--- config.mk ---
export PLATFORM = sky130hd
export DESIGN_NAME = raster_timing_gen
export DESIGN_NICKNAME = d
export VERILOG_FILES = /design/src/rtl/rtg_pkg.sv /design/src/rtl/rtg_regs.sv /design/src/rtl/rtg_axis_cnt.sv /design/src/rtl/rtg_window.sv /design/src/rtl/raster_timing_gen.sv
export SDC_FILE = /design/constraint.sdc
export NUM_CORES = 1
export LEC_CHECK = 0
export ABC_AREA = 0
export CAP_MARGIN = 10
export CORE_UTILIZATION = 67
export DETAILED_ROUTE_END_ITERATION = 7
export PLACE_DENSITY_LB_ADDON = 0.12
export RECOVER_POWER = 100
export SYNTH_ARGS = -nofsm -noshare
export SYNTH_HDL_FRONTEND = slang
export SYNTH_SLANG_ARGS = --single-unit
--- constraint.sdc ---
create_clock -name clk_i -period 4.9 [get_ports clk_i]
set_input_delay 0.735 -clock clk_i [delete_from_list [all_inputs] [get_ports clk_i]]
set_output_delay 0.735 -clock clk_i [all_outputs]
set_load 0.01 [all_outputs]
--- src/rtl/rtg_pkg.sv ---
package rtg_pkg;
  localparam int unsigned FIELD_W = 16;
  localparam int unsigned DATA_W  = 32;
  localparam int unsigned ADDR_W  = 4;
  localparam int unsigned NREG    = 10;

  localparam logic [ADDR_W-1:0] A_KEY  = 4'd0;
  localparam logic [ADDR_W-1:0] A_CFG  = 4'd1;
  localparam logic [ADDR_W-1:0] A_HTOT = 4'd2;
  localparam logic [ADDR_W-1:0] A_HBLK = 4'd3;
  localparam logic [ADDR_W-1:0] A_HSYN = 4'd4;
  localparam logic [ADDR_W-1:0] A_VTOT = 4'd5;
  localparam logic [ADDR_W-1:0] A_VBLK = 4'd6;
  localparam logic [ADDR_W-1:0] A_VSYN = 4'd7;
  localparam logic [ADDR_W-1:0] A_PHSY = 4'd8;
  localparam logic [ADDR_W-1:0] A_PVSY = 4'd9;

  localparam int unsigned CFG_RUN  = 0;
  localparam int unsigned CFG_BLK  = 1;
  localparam int unsigned CFG_HSY  = 2;
  localparam int unsigned CFG_VSY  = 3;
  localparam int unsigned CFG_PNL  = 4;

  typedef struct packed {
    logic [FIELD_W-1:0] stop;
    logic [FIELD_W-1:0] start;
  } span_t;
endpackage

--- src/rtl/rtg_regs.sv ---
module rtg_regs
  import rtg_pkg::*;
#(
  parameter logic [DATA_W-1:0] UNLOCK_KEY = 32'h5EC7_1A9B
) (
  input  logic                        clk_i,
  input  logic                        rst_ni,
  input  logic                        we_i,
  input  logic [ADDR_W-1:0]           addr_i,
  input  logic [DATA_W-1:0]           wdata_i,
  output logic [DATA_W-1:0]           rdata_o,
  output logic [NREG-1:1][DATA_W-1:0] regs_o
);
  logic                        open_q;
  logic [NREG-1:1][DATA_W-1:0] regs_q;

  always_ff @(posedge clk_i or negedge rst_ni) begin
    if (!rst_ni) open_q <= 1'b0;
    else if (we_i && addr_i == A_KEY) open_q <= (wdata_i == UNLOCK_KEY);
  end

  for (genvar g = 1; g < NREG; g++) begin : g_reg
    localparam logic [ADDR_W-1:0] MY_ADDR = ADDR_W'(g);
    always_ff @(posedge clk_i or negedge rst_ni) begin
      if (!rst_ni) regs_q[g] <= '0;
      else if (we_i && open_q && addr_i == MY_ADDR) regs_q[g] <= wdata_i;
    end
  end

  always_comb begin
    rdata_o = '0;
    if (addr_i == A_KEY) rdata_o = {{(DATA_W-1){1'b0}}, open_q};
    for (int i = 1; i < NREG; i++)
      if (addr_i == ADDR_W'(i)) rdata_o = regs_q[i];
  end

  assign regs_o = regs_q;

  assert_locked_hold_R1: assert property (@(posedge clk_i) disable iff (!rst_ni)
    (!open_q && we_i && addr_i != A_KEY) |=> $stable(regs_q));
  assert_key_opens_R1: assert property (@(posedge clk_i) disable iff (!rst_ni)
    (we_i && addr_i == A_KEY && wdata_i == UNLOCK_KEY) |=> open_q);
  assert_bad_key_closes_R1: assert property (@(posedge clk_i) disable iff (!rst_ni)
    (we_i && addr_i == A_KEY && wdata_i != UNLOCK_KEY) |=> !open_q);
endmodule

--- src/rtl/rtg_axis_cnt.sv ---
module rtg_axis_cnt #(
  parameter int unsigned W = 16
) (
  input  logic         clk_i,
  input  logic         rst_ni,
  input  logic         en_i,
  input  logic         step_i,
  input  logic [W-1:0] last_i,
  output logic [W-1:0] cnt_o,
  output logic         wrap_o
);
  logic [W-1:0] cnt_q;

  // >= so a total shrunk below the live count still wraps at once
  assign wrap_o = en_i && step_i && (cnt_q >= last_i);

  always_ff @(posedge clk_i or negedge rst_ni) begin
    if (!rst_ni)     cnt_q <= '0;
    else if (!en_i)  cnt_q <= '0;
    else if (step_i) cnt_q <= wrap_o ? '0 : cnt_q + 1'b1;
  end

  assign cnt_o = cnt_q;

  assert_idle_zero_R5: assert property (@(posedge clk_i) disable iff (!rst_ni)
    !en_i |=> (cnt_q == '0));
  assert_step_R3: assert property (@(posedge clk_i) disable iff (!rst_ni)
    (en_i && step_i && cnt_q < last_i) |=> (cnt_q == $past(cnt_q) + 1'b1));
  assert_wrap_R4: assert property (@(posedge clk_i) disable iff (!rst_ni)
    (en_i && step_i && cnt_q >= last_i) |=> (cnt_q == '0));
endmodule

--- src/rtl/rtg_window.sv ---
module rtg_window
  import rtg_pkg::*;
(
  input  logic [FIELD_W-1:0] cnt_i,
  input  span_t              span_i,
  output logic               in_o
);
  logic [FIELD_W:0] lo, hi, c;
  assign c    = {1'b0, cnt_i};
  assign lo   = {1'b0, span_i.start} + 1'b1;
  assign hi   = {1'b0, span_i.stop} + 1'b1;
  assign in_o = (c >= lo) && (c < hi);
endmodule

--- src/rtl/raster_timing_gen.sv ---
module raster_timing_gen
  import rtg_pkg::*;
#(
  parameter logic [DATA_W-1:0] UNLOCK_KEY = 32'h5EC7_1A9B
) (
  input  logic               clk_i,
  input  logic               rst_ni,
  input  logic               we_i,
  input  logic [ADDR_W-1:0]  addr_i,
  input  logic [DATA_W-1:0]  wdata_i,
  output logic [DATA_W-1:0]  rdata_o,
  output logic [FIELD_W-1:0] hcnt_o,
  output logic [FIELD_W-1:0] vcnt_o,
  output logic               blank_o,
  output logic               hsync_o,
  output logic               vsync_o,
  output logic               active_o,
  output logic               panel_en_o,
  output logic               pnl_hsync_o,
  output logic               pnl_vsync_o
);
  localparam int unsigned NWIN = 6;
  // window slots: 0 hblank, 1 hsync, 2 panel hsync, 3 vblank, 4 vsync, 5 panel vsync
  localparam logic [ADDR_W-1:0] WIN_ADDR [NWIN] = '{A_HBLK, A_HSYN, A_PHSY, A_VBLK, A_VSYN, A_PVSY};

  logic [NREG-1:1][DATA_W-1:0] regs;
  logic [DATA_W-1:0]           cfg;
  span_t                       htot, vtot;
  logic                        run, h_wrap, v_wrap;
  logic [FIELD_W-1:0]          hcnt, vcnt;
  logic [NWIN-1:0]             win;
  logic                        unused_sig;

  rtg_regs #(.UNLOCK_KEY(UNLOCK_KEY)) u_regs (
    .clk_i, .rst_ni, .we_i, .addr_i, .wdata_i, .rdata_o, .regs_o(regs)
  );

  assign cfg  = regs[A_CFG];
  assign htot = span_t'(regs[A_HTOT]);
  assign vtot = span_t'(regs[A_VTOT]);
  assign run  = cfg[CFG_RUN];
  assign unused_sig = ^{cfg[DATA_W-1:CFG_PNL+1], v_wrap};

  rtg_axis_cnt #(.W(FIELD_W)) u_hcnt (
    .clk_i, .rst_ni, .en_i(run), .step_i(1'b1),
    .last_i(htot.stop), .cnt_o(hcnt), .wrap_o(h_wrap)
  );

  rtg_axis_cnt #(.W(FIELD_W)) u_vcnt (
    .clk_i, .rst_ni, .en_i(run), .step_i(h_wrap),
    .last_i(vtot.stop), .cnt_o(vcnt), .wrap_o(v_wrap)
  );

  for (genvar g = 0; g < NWIN; g++) begin : g_win
    rtg_window u_win (
      .cnt_i (g < 3 ? hcnt : vcnt),
      .span_i(span_t'(regs[WIN_ADDR[g]])),
      .in_o  (win[g])
    );
  end

  assign hcnt_o      = hcnt;
  assign vcnt_o      = vcnt;
  assign blank_o     = !run || !cfg[CFG_BLK] || win[0] || win[3];
  assign hsync_o     = run && cfg[CFG_HSY] && win[1];
  assign vsync_o     = run && cfg[CFG_VSY] && win[4];
  assign panel_en_o  = run && cfg[CFG_PNL];
  assign pnl_hsync_o = panel_en_o && win[2];
  assign pnl_vsync_o = panel_en_o && win[5];
  assign active_o    = run && (hcnt <= htot.start) && (vcnt <= vtot.start);

  assert_idle_quiet_R5: assert property (@(posedge clk_i) disable iff (!rst_ni)
    !run |-> (!hsync_o && !vsync_o && !pnl_hsync_o && !pnl_vsync_o && !active_o));
  assert_idle_blank_R8: assert property (@(posedge clk_i) disable iff (!rst_ni)
    !run |-> blank_o);
  assert_line_step_R4: assert property (@(posedge clk_i) disable iff (!rst_ni)
    (run && !h_wrap) |=> $stable(vcnt));
endmodule

==> impl_results.md <==
* Largest net degree at the start of global routing at 85
* Crit Reg-Reg Endpoint: u_vcnt.cnt_o[6]
* Pre-CTS WS at 555 ps
* Worst vdd ir at 0.000271 V
* Worst r2r src: u_vcnt.cnt_o[9]
* Async set or reset register ratio after synthesis at 1.00
* Synth cell count leaders: dfrtp_1 (321), mux2_2 (273), ha_1 (264)
* Ant. Diodes at 0
* Initial antenna violation count at 1
* Clock transition at path regs at 60 ps
* Synth-to-layout area growth at 11.2%
* Share of layout cells above drive strength 1 at 0.159
* Die footprint at 36,000 µm²
* Post-DP Area at 25,100 µm²
* Violated checks: max-capacitance violations, max-slew violations
* DR vias/cell at 6.87
* #FFs+latches synth at 321
* DP HPWL at 55,500 µm
* CTS tree: yes
* FF/Latch Area at 8030 µm²
* CTS Root Cell: clkbuf_16
* Sequential fraction of the synthesis area at 0.340
* Die H at 190 µm
* Slew @ Worst Pin at 4030 ps
* Post-synth top area cell: dfrtp_1
* GR Util met2 at 0.692
* Min Tclk post-route at 4810 ps
* Post-route cell area at 26,200 µm²
* CP delay by family, top: simple AND/OR/NAND/NOR gates
* Cell row count at 68
* H-Tree Level Count at 2
* Pwr Total at 5890 µW
* Arrival @ worst endpoint at 4070 ps
* Synth Warn # at 0
* Postcts setup bufs at 0
* # port buffers at 109
* Outcome: finished with violations
* Filler cell count at 2,398
* Cells after Synth at 2,343
* Vias in the first global route at 19,600
* Grt met3 use at 0.0671
* Reg2reg setup slack at 370 ps
* Synth area leaders: dfrtp_1 (34%), ha_1 (14%), mux2_2 (13%), xor2_1 (4.3%), nand2_1 (2.7%)
* Min-Delay Path Depth at 1
* Drt pass-1 iters at 6
* Synth top area share at 0.340
* Post-synthesis cell type count at 77
* Fin nets at 2,734
* GRT busiest layer: met2
* Worst r2r path cells at 8
* Leading register cell type out of synthesis: dfrtp_1
* Final worst slack at 91.5 ps
* Antenna Nets Post-Route at 0
* Drc violations at 0
* Final Hold Fails at 0
* Max Cap Viol at 8
* Final Slew Violations at 288
* Slew HR at -1.68
* First-pass GRT wire length at 116,000 µm
* Final WL at 76,100 µm
* DRT iter0 DRCs at 1,907
* CP endpoint kind: primary output
* Area of the multi-input gates at 14,600 µm²
* Worst path bufs/invs at 1
* Leak at 0.0123 µW
* Mapped cell area at 23,600 µm²
* Most common cell in the netlist: dfrtp_1
* Syn Area/Cell at 10.1 µm²
* Worst Path Class, Setup: register to primary output
* Worst Skew at 18.4 ps
* Worst hold endpoint: u_regs.regs_o[24]
* Core area at 34,600 µm²
* PD cells at 225 nW/µm²
* Initial Util at 0.681
* I/O pin cnt at 110
* HP Class: register to register
* Grt ovf at 0
* Max Fclk at 0.208 GHz
* Drt wl/cell at 26.1 µm
* Crit-path cells: and3_1 -> and3_1 -> nand3_1 -> nor2_1 -> nand3_1 -> xor2_1 -> ha_1 -> a222oi_1 -> nand4_1 -> a211oi_1 -> o32ai_2 -> clkdlybuf4s50_1
* CP peak stage delay at 540 ps
* Net Count, Synth at 2,646
* Tcrit/Tclk final at 0.981
* Clock sink total at 321
* GP Congestion at 1.02
* Crit path max fanout at 6
* Number of flops mapped to enable cells by yosys at 0
* Startpoint Class: register
* Worst EP required at 4160 ps
* Die Width at 190 µm
* Worst Hold Launch: u_regs.regs_o[24]
* Skew-Pair Late Insertion Delay at 560 ps
* CTS Buf Count at 38
* Gr usage total at 0.428
* Clock Tree Buf Depth at 3
* Met1 track demand over resource at 0.536
* Via count at 20,000
* Slowest cell on crit path: a211oi_1
* Setup violations, final at 0
[repair_timing]
action                     CTS  global route
gates resized for setup      1            16
setup endpoints to repair    1             5
hold buffers                 0             0
gates cloned                 0             0
pin swaps                    0             4
[state kept, by name (all words and copies together), names as in the netlist]
name           flops
u_vcnt.cnt_o      16
u_hcnt.cnt_o      16
u_regs.regs_o    288
u_regs.open_q      1
[worst register-to-register path, delay by kind of cell, from the launching register on]
| kind | cells | cell delay (ps) |
|---|---|---|
| adders and majority gates | 1 | 410 |
| buffers and inverters | 1 | 920 |
| DFF | 1 | 450 |
| AOI/OAI and AO/OA | 6 | 2640 |
[kinds of logic (layout without fill, tap and decap cells)]
logic type,count (synthesis),after routing,synth area share
AND/OR/NAND/NOR,602,602,0.131
adder cells (fa/ha/maj),264,264,0.140
AO/OA/AOI/OAI,428,428,0.127
flip-flops,321,321,0.340
XOR/XNOR,186,186,0.0690
buffers and inverters,228,344,0.0442
multiplexers,314,314,0.148
[how the worst max path moves through the flow]
stage,startpoint,to,slack (ps),cells past startpoint
3_3_place_gp,u_regs.regs_o[273],pnl_vsync_o,560,12
5_1_grt,u_regs.regs_o[272],pnl_vsync_o,-70,12
4_1_cts,u_regs.regs_o[272],pnl_vsync_o,10,12
6_report,u_regs.regs_o[162],blank_o,90,12
3_5_place_dp,u_regs.regs_o[272],pnl_vsync_o,550,12
2_1_floorplan,u_regs.regs_o[272],pnl_vsync_o,1430,11
[area by class of cell]
class,count,area share
inverters,109,0.0156
clock buffers,54,0.0412
multi-input cells,1794,0.555
flip-flops and latches,321,0.306
repair buffers,167,0.0539
clock inverters,14,0.00686
well taps,455,0.0217
[per-layer routing]
layer | vias up | wire (µm)
li1 | 8837 | -
met4 | 2 | 5610
met5 | - | 10
met1 | 9736 | 28300
met2 | 1132 | 35300
met3 | 326 | 6880
[per-stage QoR]
step / cells / hold WS, ps / TNS [ps] / util
2_1_floorplan: 2343 / 439 / 0 / -
3_3_place_gp: 2846 / 482 / 0 / 0.725
3_5_place_dp: 2846 / 490 / 0 / 0.725
4_1_cts: 2914 / 220 / 0 / 0.761
5_1_grt: 2914 / 507 / -65.3 / 0.758
6_report: 2914 / 504 / 0 / 0.758
[layout by cell type (no fill, tap or decap), types with 35 or more instances in the layout]
| cell | count |
|---|---|
| nand2_1 | 169 |
| clkbuf_16 | 39 |
| xnor2_1 | 70 |
| mux2i_1 | 35 |
| dfrtp_1 | 321 |
| dlygate4sd3_1 | 46 |
| and3_1 | 53 |
| a21oi_1 | 68 |
| o21ai_0 | 116 |
| clkbuf_1 | 41 |
| nand4_1 | 51 |
| xor2_1 | 116 |
| clkdlybuf4s50_1 | 59 |
| nand3_1 | 114 |
| ha_1 | 264 |
| inv_1 | 108 |
| nor2_1 | 90 |
| mux2_2 | 271 |
[report_power, final]
group	switching (µW)	total, µW	internal, µW	leakage [µW]
sequential	0.00000103	2650	2650	0.00428
clock	1170	2920	1750	0.000621
combinational	231	324	93.0	0.00740
total	1400	5890	4490	0.0123
No activity file was read; power rests on OpenSTA's default activity.
